**config.mk**
```make
export PLATFORM = sky130hd
export DESIGN_NAME = rr_slot_arbiter
export DESIGN_NICKNAME = d
export VERILOG_FILES = /design/src/rtl/arb_pkg.sv /design/src/rtl/arb_slot_timer.sv /design/src/rtl/arb_port_sel.sv /design/src/rtl/arb_sram.sv /design/src/rtl/rr_slot_arbiter.sv
export SDC_FILE = /design/constraint.sdc
export NUM_CORES = 2
export LEC_CHECK = 0
export BUFFER_PORTS_ARGS = -buffer_cell sky130_fd_sc_hd__buf_2
export CAP_MARGIN = 25
export CORE_ASPECT_RATIO = 0.75
export CORE_MARGIN = 2
export CORE_UTILIZATION = 54
export DETAILED_ROUTE_END_ITERATION = 7
export GPL_TIMING_DRIVEN = 1
export PLACE_DENSITY = 0.75
export SYNTH_ARGS = -nofsm -noshare
export SYNTH_HDL_FRONTEND = slang
export SYNTH_SLANG_ARGS = --single-unit
```
**constraint.sdc**
```tcl
create_clock -name clk_i -period 4.7 [get_ports clk_i]
set_input_delay 0.235 -clock clk_i [delete_from_list [all_inputs] [get_ports clk_i]]
set_output_delay 0.235 -clock clk_i [all_outputs]
set_load 0.02 [all_outputs]
```
**src/rtl/arb_pkg.sv**
```systemverilog
package arb_pkg;
  localparam int unsigned N_CORES = 8;
  localparam int unsigned WORD_W  = 32;
  localparam int unsigned SLOT_W  = $clog2(N_CORES);
  typedef logic [WORD_W-1:0] word_t;
  typedef logic [SLOT_W-1:0] slot_t;
endpackage

```
**src/rtl/arb_slot_timer.sv**
```systemverilog
module arb_slot_timer
  import arb_pkg::*;
#(
  parameter int unsigned SLOT_CYCLES = 2
) (
  input  logic  clk_i,
  input  logic  rst_ni,
  output slot_t slot_o,
  output logic  slot_start_o
);
  localparam int unsigned CW = (SLOT_CYCLES > 1) ? $clog2(SLOT_CYCLES) : 1;
  localparam logic [CW-1:0] LAST_CYC = CW'(SLOT_CYCLES - 1);

  logic [CW-1:0] cyc_q;
  slot_t         slot_q;

  // free-running: never looks at requests
  always_ff @(posedge clk_i or negedge rst_ni) begin
    if (!rst_ni) begin
      cyc_q  <= '0;
      slot_q <= '0;
    end else if (cyc_q == LAST_CYC) begin
      cyc_q  <= '0;
      slot_q <= (slot_q == SLOT_W'(N_CORES - 1)) ? '0 : slot_q + SLOT_W'(1);
    end else begin
      cyc_q  <= cyc_q + CW'(1);
    end
  end

  assign slot_o       = slot_q;
  assign slot_start_o = (cyc_q == '0);

  p_slot_hold_r1: assert property (@(posedge clk_i) disable iff (!rst_ni)
    (slot_q != $past(slot_q)) |-> ($past(cyc_q) == LAST_CYC));

  p_slot_wrap_r1: assert property (@(posedge clk_i) disable iff (!rst_ni)
    (($past(slot_q) == SLOT_W'(N_CORES - 1)) && (slot_q != $past(slot_q))) |-> (slot_q == '0));
endmodule

```
**src/rtl/arb_port_sel.sv**
```systemverilog
module arb_port_sel
  import arb_pkg::*;
#(
  parameter int unsigned ADDR_W = 6
) (
  input  logic                      rst_ni,
  input  slot_t                     slot_i,
  input  logic                      slot_start_i,
  input  logic [N_CORES-1:0]        req_i,
  input  logic [N_CORES-1:0]        we_i,
  input  logic [N_CORES*ADDR_W-1:0] addr_i,
  input  logic [N_CORES*WORD_W-1:0] wdata_i,
  output logic [N_CORES-1:0]        gnt_o,
  output logic                      mem_en_o,
  output logic                      mem_we_o,
  output logic [ADDR_W-1:0]         mem_addr_o,
  output word_t                     mem_wdata_o
);
  logic [ADDR_W-1:0] addr_lane [N_CORES];
  word_t             data_lane [N_CORES];

  for (genvar i = 0; i < N_CORES; i++) begin : g_lane
    assign addr_lane[i] = addr_i[i*ADDR_W +: ADDR_W];
    assign data_lane[i] = wdata_i[i*WORD_W +: WORD_W];
  end

  logic owner_req;
  assign owner_req = rst_ni && slot_start_i && req_i[slot_i];

  assign gnt_o       = owner_req ? (N_CORES'(1) << slot_i) : '0;
  assign mem_en_o    = owner_req;
  assign mem_we_o    = owner_req && we_i[slot_i];
  assign mem_addr_o  = addr_lane[slot_i];
  assign mem_wdata_o = data_lane[slot_i];
endmodule

```
**src/rtl/arb_sram.sv**
```systemverilog
module arb_sram
  import arb_pkg::*;
#(
  parameter int unsigned ADDR_W = 6
) (
  input  logic              clk_i,
  input  logic              en_i,
  input  logic              we_i,
  input  logic [ADDR_W-1:0] addr_i,
  input  word_t             wdata_i,
  output word_t             rdata_o
);
  localparam int unsigned DEPTH = 1 << ADDR_W;

  word_t mem [DEPTH];
  word_t rd_q;

  // read-first: old contents returned on a write
  always_ff @(posedge clk_i) begin
    if (en_i) begin
      rd_q <= mem[addr_i];
      if (we_i) mem[addr_i] <= wdata_i;
    end
  end

  assign rdata_o = rd_q;
endmodule

```
**src/rtl/rr_slot_arbiter.sv**
```systemverilog
module rr_slot_arbiter
  import arb_pkg::*;
#(
  parameter int unsigned ADDR_W      = 6,
  parameter int unsigned SLOT_CYCLES = 2
) (
  input  logic                      clk_i,
  input  logic                      rst_ni,
  input  logic [N_CORES-1:0]        req_i,
  input  logic [N_CORES-1:0]        we_i,
  input  logic [N_CORES*ADDR_W-1:0] addr_i,
  input  logic [N_CORES*WORD_W-1:0] wdata_i,
  output logic [N_CORES-1:0]        gnt_o,
  output logic [N_CORES-1:0]        rvalid_o,
  output logic [N_CORES*WORD_W-1:0] rdata_o,
  output logic [SLOT_W-1:0]         slot_o
);
  slot_t             slot;
  logic              slot_start;
  logic              mem_en, mem_we;
  logic [ADDR_W-1:0] mem_addr;
  word_t             mem_wdata, mem_rdata;
  logic [N_CORES-1:0] rvalid_q;

  arb_slot_timer #(.SLOT_CYCLES(SLOT_CYCLES)) u_timer (
    .clk_i        (clk_i),
    .rst_ni       (rst_ni),
    .slot_o       (slot),
    .slot_start_o (slot_start)
  );

  arb_port_sel #(.ADDR_W(ADDR_W)) u_sel (
    .rst_ni       (rst_ni),
    .slot_i       (slot),
    .slot_start_i (slot_start),
    .req_i        (req_i),
    .we_i         (we_i),
    .addr_i       (addr_i),
    .wdata_i      (wdata_i),
    .gnt_o        (gnt_o),
    .mem_en_o     (mem_en),
    .mem_we_o     (mem_we),
    .mem_addr_o   (mem_addr),
    .mem_wdata_o  (mem_wdata)
  );

  arb_sram #(.ADDR_W(ADDR_W)) u_ram (
    .clk_i   (clk_i),
    .en_i    (mem_en),
    .we_i    (mem_we),
    .addr_i  (mem_addr),
    .wdata_i (mem_wdata),
    .rdata_o (mem_rdata)
  );

  always_ff @(posedge clk_i or negedge rst_ni) begin
    if (!rst_ni) rvalid_q <= '0;
    else         rvalid_q <= gnt_o;
  end

  // only the granted core's lane carries data
  for (genvar i = 0; i < N_CORES; i++) begin : g_ret
    assign rdata_o[i*WORD_W +: WORD_W] = rvalid_q[i] ? mem_rdata : '0;

    p_lane_quiet_r5: assert property (@(posedge clk_i) disable iff (!rst_ni)
      !rvalid_o[i] |-> (rdata_o[i*WORD_W +: WORD_W] == '0));
  end

  assign rvalid_o = rvalid_q;
  assign slot_o   = slot;

  p_gnt_onehot_r3: assert property (@(posedge clk_i) disable iff (!rst_ni)
    $onehot0(gnt_o));

  p_gnt_owner_r3: assert property (@(posedge clk_i) disable iff (!rst_ni)
    (|gnt_o) |-> (gnt_o[slot_o] && req_i[slot_o]));

  p_gnt_pulse_r4: assert property (@(posedge clk_i) disable iff (!rst_ni)
    (|gnt_o) |=> ((gnt_o & $past(gnt_o)) == '0));

  p_rvalid_lag_r5: assert property (@(posedge clk_i) disable iff (!rst_ni)
    rvalid_o == $past(gnt_o));

  p_write_owner_r7: assert property (@(posedge clk_i) disable iff (!rst_ni)
    mem_we |-> (req_i[slot_o] && we_i[slot_o] && slot_start));
endmodule

```
==> qor.yml <==
final_common_cell: "edfxtp_1"
grt_first_pass_wirelength_microns: 377700
tritoncts: "yes"
maxSlewViolCount: 0
yosysUniqueCellTypes: 67
slew_headroom_pct: 23.37
slowest_delay_ns: 0.82
fin_cells: 8228
grt_remaining_overflow: 0
p_total_mw: 37.50
dpl.cell_count: 7870
synth_enable_flop_cells: 2080
post-route-period-util_pct: 99.12
r2r_start: "u_timer.slot_o[0]$_DFFE_PN0P_"
start_util_pct: 54.43
grt_max_degree: 90
period_needed_ns: 4.659
synth.net_count: 5680
violations: "DRC"
rsz0062_at_grt: "no"
hp-class: "in2reg"
routedWlPerCell_microns: 33.03
syn_area_per_cell_sq_um: 15.51
final_hold_viol_count: 0
cts_resized: 0
cts_root_buf: "clkbuf_16"
placementRows: 124
insertion_delay_ns: 0.84
cts.sinks: 2092
worstMarginPinSlew_ns: 1.150
ff2ff_setup_slack_ns: 0.04
dr.pass1.iters: 8
port_buffers: 596
htree_levels: 4
cp.arrival_ns: 5.20
final_cell_mix: "2080 x edfxtp_1, 775 x nand2_1, 596 x buf_2, 307 x a22oi_1, 263 x and2_1"
hold_path_depth: 4
crit_fanout: 35
synthToLayoutAreaGrowth_pct: 16.70
path_clk_slew_ns: 0.07
stdcell_area_sq_um: 96870
core_sq_um: 152500
first_iter_violations: 10217
crit_chain: "mux4_2 > mux2i_4 > a211oi_4 > buf_4 > buf_4 > a222oi_1 > o21ai_0 > a221oi_1 > nand4b_1"
drc: 12
reg2reg_depth: 9
critPathLaunch: "u_timer.slot_o[0]$_DFFE_PN0P_"
whs_ns: 0.1939
vias_per_cell: 6.716
setup_slack_ns: 0.04145
synthTopCellsByArea: "edfxtp_1 75%, nand2_1 3.7%, a22oi_1 2.8%"
cp-endpoint: "u_ram.rdata_o[5]$_DFFE_PP_"
start_kind: "flop"
synth_top_cell_by_area: "edfxtp_1"
grt_pass1_vias: 51745
dieArea_sq_um: 156900
dieWidth_microns: 456.7
vias: 55262
seq_area_frac_synth_pct: 75.60
io_pins: 597
ctsLongestPathBuffers: 3
ant_nets: 0
fmax_mhz: 214.7
fin_skew_ns: 0.03129
synthArstFlopShare_pct: 0.5736
power_density_nw_per_um2: 387.2
layout.nets: 6377
yosysWarnings: 0
status: "finished, violations left"
drive_gt1_share_pct: 21.95
synth_top_area_share_pct: 75.24
placed_cell_area_sq_um: 91000
syn_area_sq_um: 83010
post-place-ws_ns: 0.1766
nFillCells: 10386
netlist_instances: 5352
grt_antenna_before_repair: 32
rr_endpoint: "u_ram.rdata_o[5]$_DFFE_PP_"
dp_hpwl_microns: 167300
track_usage_pct: 33.84
cap_viol_max_count: 0
timing_worst_setup_path_type: "reg2reg"
crit_top_cell: "buf_4"
endpoint_kind: "flop"
routed_wl_microns: 271800
numCtsBuffers: 185
gp_congestion: 0.9858
ys_ff_latch: 2092
ir_worst_vdd_v: 0.0004129
ys.flop_type: "edfxtp_1"
p_leak_nw: 32.94
slowest_stage: "a221oi_1"
die_y_microns: 343.6
worst_ep_required_time_ns: 5.24
setup_viol: 0
[flip-flops by register name (all words and copies together) (netlist names)]
name and cells:
u_ram.mem 2048, u_timer.cyc_q 1, rvalid_o 8, u_timer.slot_o 3, u_ram.rdata_o 32
[critical path: cells and delay by family (launching register included)]
kind / cells / cell delay [ns]
AO/OA/AOI/OAI: 4 / 1.80
buffers and inverters: 2 / 0.71
flip-flops: 1 / 0.59
multiplexers: 2 / 1.06
AND/OR/NAND/NOR: 1 / 0.17
[report_power, final]
part	internal (mW)	switching [mW]	leakage [nW]
combinational	0.655	1.61	11.3
sequential	20.5	0.0805	18.9
clock	7.88	6.73	2.77
total	29.1	8.42	32.9
[how the worst min path moves through the flow]
stage	start	endpoint	slack [ns]
floorplan	rst_ni	rvalid_o[0]$_DFF_PN0_	-0.06
global placement	rst_ni	u_timer.cyc_q$_DFF_PN0_	0.23
detailed placement	rst_ni	rvalid_o[7]$_DFF_PN0_	0.23
CTS	req_i[4]	rvalid_o[6]$_DFF_PN0_	0.15
global route	req_i[4]	rvalid_o[6]$_DFF_PN0_	0.21
finish	req_i[4]	rvalid_o[6]$_DFF_PN0_	0.19
[routing by layer]
metal / vias to the layer above / share of wire (%) / track usage, %
met4: 22 / 5.7 / 17.68
met2: 4805 / 43 / 48.54
li1: 22412 / - / -
met1: 27378 / 35 / 45.64
met5: - / 0.042 / 0.2663
met3: 645 / 16 / 12.24
[cell usage after synthesis (all sizes together), types with 20 or more instances]
master  number
mux2i      166
nand4       21
a311oi      22
o21ai      110
buf        178
mux4        79
a211o       22
a21oi      223
edfxtp    2080
clkbuf     194
a22oi      308
a221oi      85
a211oi      94
a222oi      33
nor2        78
nand3      221
a31oi       74
a22o        46
and3        27
nand2      812
and2       263
o22ai       24
mux2        20
o22a        42
[cell families after synthesis]
group,Yosys count,synth area share (%)
simple gates,1469,8.151
flops,2092,75.60
mux,265,4.451
fa+ha+maj,6,0.09043
buf+inv,377,1.941
compound gates,1143,9.764
[per-stage QoR]
stage / setup TNS [ns] / utilization [%]
4_1_cts: 0 / 63.41
2_1_floorplan: -597.19 / -
5_1_grt: 0 / 63.50
3_5_place_dp: 0 / 59.67
6_report: 0 / 63.52
3_3_place_gp: 0 / 59.63
[repair_timing]
item	CTS	global route
hold buffers	2	0
buffers inserted	0	0
hold endpoints to repair	12	0
[cell type report]
| class | count | area (sq um) | area share [%] |
|---|---|---|---|
| Inverter | 5 | 18.77 | 0.01937 |
| Clock inverter | 90 | 817.0 | 0.8434 |
| Tap cell | 2016 | 2522 | 2.604 |
| Sequential cell | 2092 | 62770 | 64.80 |
| Clock buffer | 240 | 4867 | 5.024 |
| Timing Repair Buffer | 882 | 6471 | 6.680 |
| Antenna cell | 20 | 50.05 | 0.05166 |
| Multi-Input combinational cell | 2883 | 19360 | 19.98 |
Power figures use the tool's default switching activity.
